**src/rtl/arb_pkg.sv**
```systemverilog
package arb_pkg;
  typedef enum logic {ROT_DOWN = 1'b0, ROT_UP = 1'b1} rot_dir_e;

  function automatic int idx_w(input int n);
    return (n > 1) ? $clog2(n) : 1;
  endfunction
endpackage

```
**src/rtl/arb_rotate.sv**
```systemverilog
// log2(N)-stage barrel rotator; DIR picks direction
module arb_rotate
  import arb_pkg::*;
#(
  parameter int       N   = 8,
  parameter rot_dir_e DIR = ROT_DOWN,
  localparam int      IW  = idx_w(N)
) (
  input  logic [N-1:0]  d_i,
  input  logic [IW-1:0] amt_i,
  output logic [N-1:0]  q_o
);
  logic [N-1:0] v, t;

  generate
    if (DIR == ROT_DOWN) begin : g_down
      // q[i] = d[(i + amt) mod N]
      always_comb begin
        v = d_i;
        t = d_i;
        for (int s = 0; s < IW; s++) begin
          if (amt_i[s]) begin
            for (int i = 0; i < N; i++) t[i] = v[(i + (1 << s)) % N];
            v = t;
          end
        end
        q_o = v;
      end
    end else begin : g_up
      // q[i] = d[(i - amt) mod N]
      always_comb begin
        v = d_i;
        t = d_i;
        for (int s = 0; s < IW; s++) begin
          if (amt_i[s]) begin
            for (int i = 0; i < N; i++) t[i] = v[(i + N - ((1 << s) % N)) % N];
            v = t;
          end
        end
        q_o = v;
      end
    end
  endgenerate
endmodule

```
**src/rtl/arb_prefix_and.sv**
```systemverilog
// Exclusive AND-scan, Kogge-Stone, ceil(log2 N) levels
module arb_prefix_and #(
  parameter int N = 8
) (
  input  logic [N-1:0] free_i,
  output logic [N-1:0] avail_o
);
  logic [N-1:0] lvl, nxt;

  always_comb begin
    lvl = free_i;
    nxt = free_i;
    for (int k = 0; (1 << k) < N; k++) begin
      nxt = lvl;
      for (int i = 0; i < N; i++) begin
        if (i >= (1 << k)) nxt[i] = lvl[i] & lvl[i - (1 << k)];
      end
      lvl = nxt;
    end
    avail_o = {lvl[N-2:0], 1'b1};
  end
endmodule

```
**src/rtl/arb_pick.sv**
```systemverilog
// Cyclic priority pick: rotate start to 0, scan, rotate back
module arb_pick
  import arb_pkg::*;
#(
  parameter int  N  = 8,
  localparam int IW = idx_w(N)
) (
  input  logic [N-1:0]  want_i,
  input  logic [IW-1:0] start_i,
  output logic [N-1:0]  pick_o,
  output logic [IW-1:0] pick_idx_o
);
  logic [N-1:0] want_rot, avail_rot, pick_rot;

  arb_rotate #(.N(N), .DIR(ROT_DOWN)) u_rot_in (
    .d_i(want_i), .amt_i(start_i), .q_o(want_rot)
  );

  arb_prefix_and #(.N(N)) u_scan (
    .free_i(~want_rot), .avail_o(avail_rot)
  );

  assign pick_rot = want_rot & avail_rot;

  arb_rotate #(.N(N), .DIR(ROT_UP)) u_rot_out (
    .d_i(pick_rot), .amt_i(start_i), .q_o(pick_o)
  );

  always_comb begin
    pick_idx_o = '0;
    for (int i = 0; i < N; i++) begin
      if (pick_o[i]) pick_idx_o = pick_idx_o | IW'(i);
    end
  end
endmodule

```
**src/rtl/cyc_prefix_arbiter.sv**
```systemverilog
module cyc_prefix_arbiter
  import arb_pkg::*;
#(
  parameter int  N  = 8,
  localparam int IW = idx_w(N)
) (
  input  logic         clk_i,
  input  logic         rst_ni,
  input  logic [N-1:0] req_i,
  output logic [N-1:0] grant_o,
  output logic         ack_o
);
  logic [N-1:0]  grant_q, pick;
  logic [IW-1:0] start_q, pick_idx, start_nxt;
  logic          ack_q, owned, owner_keeps;

  arb_pick #(.N(N)) u_pick (
    .want_i(req_i), .start_i(start_q), .pick_o(pick), .pick_idx_o(pick_idx)
  );

  assign owned       = |grant_q;
  assign owner_keeps = |(grant_q & req_i);
  assign start_nxt   = (pick_idx == IW'(N - 1)) ? '0 : pick_idx + 1'b1;

  always_ff @(posedge clk_i or negedge rst_ni) begin
    if (!rst_ni) begin
      grant_q <= '0;
      start_q <= '0;
      ack_q   <= 1'b0;
    end else if (owned) begin
      if (!owner_keeps) begin
        grant_q <= '0;
        ack_q   <= 1'b0;
      end
    end else if (|pick) begin
      grant_q <= pick;
      ack_q   <= 1'b1;
      start_q <= start_nxt;
    end
  end

  assign grant_o = grant_q;
  assign ack_o   = ack_q;
endmodule

```
**config.mk**
```make
export PLATFORM = sky130hd
export DESIGN_NAME = cyc_prefix_arbiter
export DESIGN_NICKNAME = d
export VERILOG_FILES = /design/src/rtl/arb_pkg.sv /design/src/rtl/arb_rotate.sv /design/src/rtl/arb_prefix_and.sv /design/src/rtl/arb_pick.sv /design/src/rtl/cyc_prefix_arbiter.sv
export SDC_FILE = /design/constraint.sdc
export NUM_CORES = 1
export LEC_CHECK = 0
export BUFFER_PORTS_ARGS = -buffer_cell sky130_fd_sc_hd__buf_4
export CAP_MARGIN = 20
export CORE_UTILIZATION = 60
export CTS_BUF_LIST = sky130_fd_sc_hd__clkbuf_4 sky130_fd_sc_hd__clkbuf_8
export DETAILED_ROUTE_END_ITERATION = 7
export PLACE_DENSITY_LB_ADDON = 0.3
export SETUP_SLACK_MARGIN = 0.2
export SYNTH_ARGS = -nofsm -noshare
export SYNTH_HDL_FRONTEND = slang
export SYNTH_SLANG_ARGS = --single-unit
```
**constraint.sdc**
```tcl
create_clock -name clk_i -period 4.3 [get_ports clk_i]
set_input_delay 1.29 -clock clk_i [delete_from_list [all_inputs] [get_ports clk_i]]
set_output_delay 1.29 -clock clk_i [all_outputs]
set_load 0.005 [all_outputs]
```
; After elaboration in Yosys (flattened, before gate mapping)
; Index checks and enable logic that the tools add are counted.
[word_totals]
output_inout_bits = 9
input_bits = 10
register_bits = 12
elab_cells = 50
[op_classes]
n_reduce_logical = 6
n_mux = 20
n_eq_ne = 2
n_bitwise = 18
add_sub_neg = 1
[ops]
columns = op, n
row1 = two-way mux 8 bit, 9
row2 = OR reduction 8 bit, 3
row3 = bitwise AND 8 bit, 2
row4 = two-way mux 3 bit, 5
row5 = bitwise AND 1 bit, 14
row6 = inverter 7 bit, 1
row7 = two-way mux 1 bit, 4
row8 = two-way mux 2 bit, 2
row9 = AND reduction 2 bit, 2
row10 = "adder 3 x 1 -> 3 bit, second input constant", 1
row11 = "equality test 3 bit, second input constant", 1
row12 = "inequality test 2 bit, second input constant", 1
row13 = nonzero test 2 bit, 1
row14 = inverter 1 bit, 1

; Longest topological paths before layout
[depth]
depth_word = 20
ltp_mapped = 15
ltp_nobuf = 12

; Modules after synthesis
; A second synthesis with hierarchy kept.
[unflattened]
hier_cells = 106
area_unflattened_um2 = 1381.3
[by_module_without_submodules]
columns = mod, area_per_inst_um2, cells_per_inst, n_inst, seq_area_each_um2
row1 = arb_rotate, 326.6, 19, 2, 0.0
row2 = cyc_prefix_arbiter, 561.8, 40, 1, 300.3
row3 = arb_pick, 102.6, 19, 1, 0.0
row4 = arb_prefix_and, 63.8, 9, 1, 0.0

; Least setup slack after synthesis
; No wires, ideal clock.
[synth_timing]
path_kind = input-to-reg
from = in req_i[2]
to = reg start_q[2]
stages = 10
required_ns = 4.175
setup_slack_ns = 0.120
arrival_time_ns = 4.055
path_cell_list = clkbuf_1 > mux4_2 > mux2_2 > or4_1 > a2111oi_0 > a21oi_1 > mux2_2 > nand4_1 > ha_1 > mux2_4
[synth_between]
elab_chain_cells = 20
word_cells_on_any_way = 34
classes_between = add/sub: 1 / eq/ne: 1 / mux: 14 / bitwise: 16 / reduce/logical: 2
[synth_rtl]
columns = item, line
row1 = from (decl), cyc_prefix_arbiter.sv:9  ; input logic [N-1:0] req_i,
row2 = two-way mux 8 bit (*) (3 in series), arb_rotate.sv:22  ; if (amt_i[s]) begin
row3 = inverter 7 bit, arb_pick.sv:20  ; .free_i(~want_rot), .avail_o(avail_rot)
row4 = bitwise AND 1 bit (3 in series), arb_prefix_and.sv:16  ; if (i >= (1 << k)) nxt[i] = lvl[i] & lvl[i - (1 << k)];
row5 = bitwise AND 8 bit (*), arb_pick.sv:23  ; assign pick_rot = want_rot & avail_rot;
row6 = two-way mux 8 bit (*) (3 in series), arb_rotate.sv:35  ; if (amt_i[s]) begin
row7 = two-way mux 1 bit, arb_pick.sv:32  ; if (pick_o[i]) pick_idx_o = pick_idx_o | IW'(i);
row8 = two-way mux 2 bit (2 in series), arb_pick.sv:32
row9 = two-way mux 3 bit (3 in series), arb_pick.sv:32
row10 = two-way mux 3 bit (*), arb_pick.sv:32
row11 = adder 3 x 1 -> 3 bit / equality test 3 bit (equally long branches), cyc_prefix_arbiter.sv:23  ; assign start_nxt = (pick_idx == IW'(N - 1)) ? '0 : pick_idx + 1'b1;
row12 = two-way mux 3 bit (*), cyc_prefix_arbiter.sv:23
row13 = named net start_nxt[2], cyc_prefix_arbiter.sv:14  ; logic [IW-1:0] start_q, pick_idx, start_nxt;
row14 = to (signal assigned), cyc_prefix_arbiter.sv:38  ; start_q <= start_nxt;
row15 = to (decl), cyc_prefix_arbiter.sv:14
; The timed path passes the listed nets; every way through them passes the cells marked *.
; A chain may end at the register's enable or synchronous reset.

; Worst setup path in the final report
[layout_timing]
from = in req_i[4]
to = reg start_q[2]
; Same word-level chain as after synthesis.

==> summary.md <==
| Metric | Value |
|---|---|
| Max Cap Viol | 0 |
| Critical path required time | between 4 and 5 ns |
| Clock sink count | 12 |
| Die area | about 0.0030 mm2 |
| First-pass GRT wire length | ~7 mm |
| Avg WL per Cell | roughly 19 um |
| RSZ-0062 raised after global routing | no |
| Latest clock arrival within the worst-skew pair | 0.28 ns |
| Fin crit period | about 4.0 ns |
| Top cells by area, synth | dfrtp_1, mux4_2, mux2i_1 |
| Vias in the first global route | roughly 1,600 |
| Multiplexer share of the synthesized area | 0.2984 |
| Crit path to | start_q[2] |
| XOR/XNOR Fraction of Synth Area | 0.005315 |
| Setup CP Type | in -> reg |
| Residual DRC | 0 |
| Slowest cell delay on critical path | roughly 0.52 ns |
| Buffer depth of the longest clock path | 2 |
| Gr usage total | 0.3337 |
| Slowest CP cell | mux4_2 |
| Final setup margin | 0.3243 ns |
| Reg-to-reg startpoint | start_q[1] |
| Worst r2r path cells | 9 |
| Die Span Y | around 54 um |
| Hold Crit Class | reg -> reg |
| Simple-Gate Fraction of Synth Area | 0.2278 |
| FFs w/ async S/R, synth | 1.000 |
| Worst clock skew | approximately 0.0013 ns |
| CTS Root Cell | clkbuf_4 |
| Final hold viol count | 0 |
| Compound-Gate Fraction of Synth Area | 0.2141 |
| Syn Nets | 200 |
| Io pins | 19 |
| Post-synth top area cell | dfrtp_1 |
| Max Fclk | 251.5 MHz |
| TritonCTS clock tree | done |
| Post-route ant nets | 0 |
| Cells after synthesis | approximately 190 |
| Initial drt markers | 76 |
| Syn avg cell area | between 8 and 9 um2 |
| Post-Synth Adder-Cell Area | 0.01519 |
| Net count, final | around 220 |
| Row cnt | 18 |
| Crit. End Element | flip-flop |
| Pwr Total | 1.800 mW |
| TritonRoute pass-1 iters | 4 |
| Commonest non-fill, non-tap cell in the layout | buf_4 |
| Slew Limit Fails | 0 |
| Total global routing overflow | 0 |
| Post-synth top area share | 0.1822 |
| Yosys warning total | 0 |
| RR Endpoint | start_q[2] |
| Status | completed |
| Cts bufs inserted | 3 |
| CP startpoint | req_i[4] |
| Ratio of cells with drive above 1 in the final layout | 0.3024 |
| Post-synthesis register bit count | 12 |
| Initial core utilization | 0.6475 |
| CP cell instances | buf_4 -> mux4_2 -> mux2_2 -> or2_4 -> or2_4 -> a2111oi_4 -> nand4bb_2 -> ha_1 -> ha_1 -> mux2_4 |
| Clk slew on worst S/H paths | ~0.070 ns |
| Initial antenna violation count | 0 |
| Leak pwr | 0.8375 nW |
| Commonest non-fill, non-tap cells in the layout | buf_4, nand2_1, mux2i_1 |
| Crit path launch type | input pin |
| P&R area growth vs syn | 15.72% |
| Total wire length | ~4.5 mm |
| R2R Setup Slk | about 0.44 ns |
| Largest net degree at the start of global routing | 21 |
| Die Span X | 54.41 um |
| Global placer's final weighted congestion | approximately 1.0 |
| Critical path arrival | about 4.2 ns |
| Vias per cell | 7.140 |
| Pwr per Cell Area | 944.1 mW/mm2 |
| Largest fanout on the critical path | 11 |
| Final worst path period share | 0.9246 |
| I/O Buffers | 18 |
| H-Tree Depth | 1 |
| Count of cell types in the netlist | 52 |
| Synth Flop Type | dfrtp_1 |
| Sequential area share after synthesis | 0.1822 |
| Post CTS Setup Buffer Count | 0 |
| Worst-Margin Slew | ~0.86 ns |
| Area of the mapped netlist | ~0.0016 mm2 |
| Pre-CTS setup slack | -0.08175 ns |
| Largest family of logic cells by synthesized area | multiplexers |
| Post-synth EDFFs | 0 |
| Via count | roughly 1,700 |
| Post-DP HPWL | ~3.4 mm |
| FILL cells | roughly 200 |
| Antenna cell count | 0 |
| Core area | around 0.0025 mm2 |
| Max-slew headroom | 0.4264 |
| HP Start | ack_o |
| Worst vdd ir | ~0.97 mV |
| Final setup vio count | 0 |
==> worst max-delay path: cells and delay by family <==
kind                       cells  cell delay [ns]
muxes                          3             1.11
AOI/OAI and AO/OA              1             0.43
and+or+nand+nor                3             0.76
buffers and inverters          1             0.15
adders and majority gates      2             0.40
==> through the flow <==
step / util / cells / hold slack, ns / cell area, um2 / TNS, ns
floorplan: - / 188 / 0.4701 / 1718 / 0
global placement: 0.7301 / 231 / 0.4807 / 1858 / -0.04253
detailed placement: 0.7301 / 231 / 0.4752 / 1858 / -0.08175
CTS: 0.7443 / 235 / 0.4969 / 1894 / 0
global route: 0.7493 / 235 / 0.5264 / 1907 / 0
finish: 0.7493 / 235 / 0.4914 / 1907 / 0
==> synth_stat cells, drive strengths merged, types with 2 or more instances <==
cell type / n
nand2: 26
mux2i: 15
mux2: 13
dfrtp: 12
nor2: 10
a21oi: 9
o21ai: 9
buf: 8
clkbuf: 8
mux4: 8
a22o: 5
nor3: 5
a22oi: 4
inv: 4
nand2b: 4
a2111oi: 3
and3: 3
nand4: 3
nor4: 3
or3: 3
a211oi: 2
a221oi: 2
and3b: 2
ha: 2
nand3: 2
nor3b: 2
o41ai: 2
or2: 2
==> per-layer routing <==
layer,share of wire,vias to the layer above,GRT usage
met2,0.51,92,0.5955
met1,0.39,807,0.4021
met4,0.030,0,0.1368
met3,0.070,15,0.03889
li1,-,764,-
met5,0,-,0
==> cell type report <==
cell class,instances,area [um2],area share
Sequential cell,12,300.3,0.1575
Inverter,4,15.01,0.007874
Tap cell,30,37.54,0.01969
Clock buffer,4,36.28,0.01903
Multi-Input combinational cell,156,1300,0.6818
Timing Repair Buffer,29,217.7,0.1142
==> worst min path at each step <==
stage	cells after the start	to
3_5_place_dp	2	ack_o
3_3_place_gp	2	ack_o
5_1_grt	2	ack_o
6_report	2	ack_o
4_1_cts	2	ack_o
2_1_floorplan	2	ack_o
==> report_power, final <==
group / switching [mW] / internal, mW / leakage [nW]
logic: 0.747 / 0.673 / 0.661
registers: 0.126 / 0.163 / 0.155
clock network: 0.0399 / 0.0516 / 0.0210
==> registers in the layout, summed over array words and instances, names as in the netlist <==
register	count
grant_o	8
start_q	3
ack_o	1
==> kinds of logic (layout without fill, tap and decap cells) <==
family	after synthesis	count (layout)
compound gates	46	46
buf+inv	20	37
xor+xnor	1	1
simple gates	71	71
mux	36	36
flops	12	12
fa+ha+maj	2	2
==> timing repair <==
item | 4_1_cts | 5_1_grt
hold buffers | 0 | 0
endpoints found under the setup margin | 0 | 2
endpoints found under the hold margin | 0 | 0
resized for setup | 0 | 1
No activity file was read; power rests on OpenSTA's default activity.
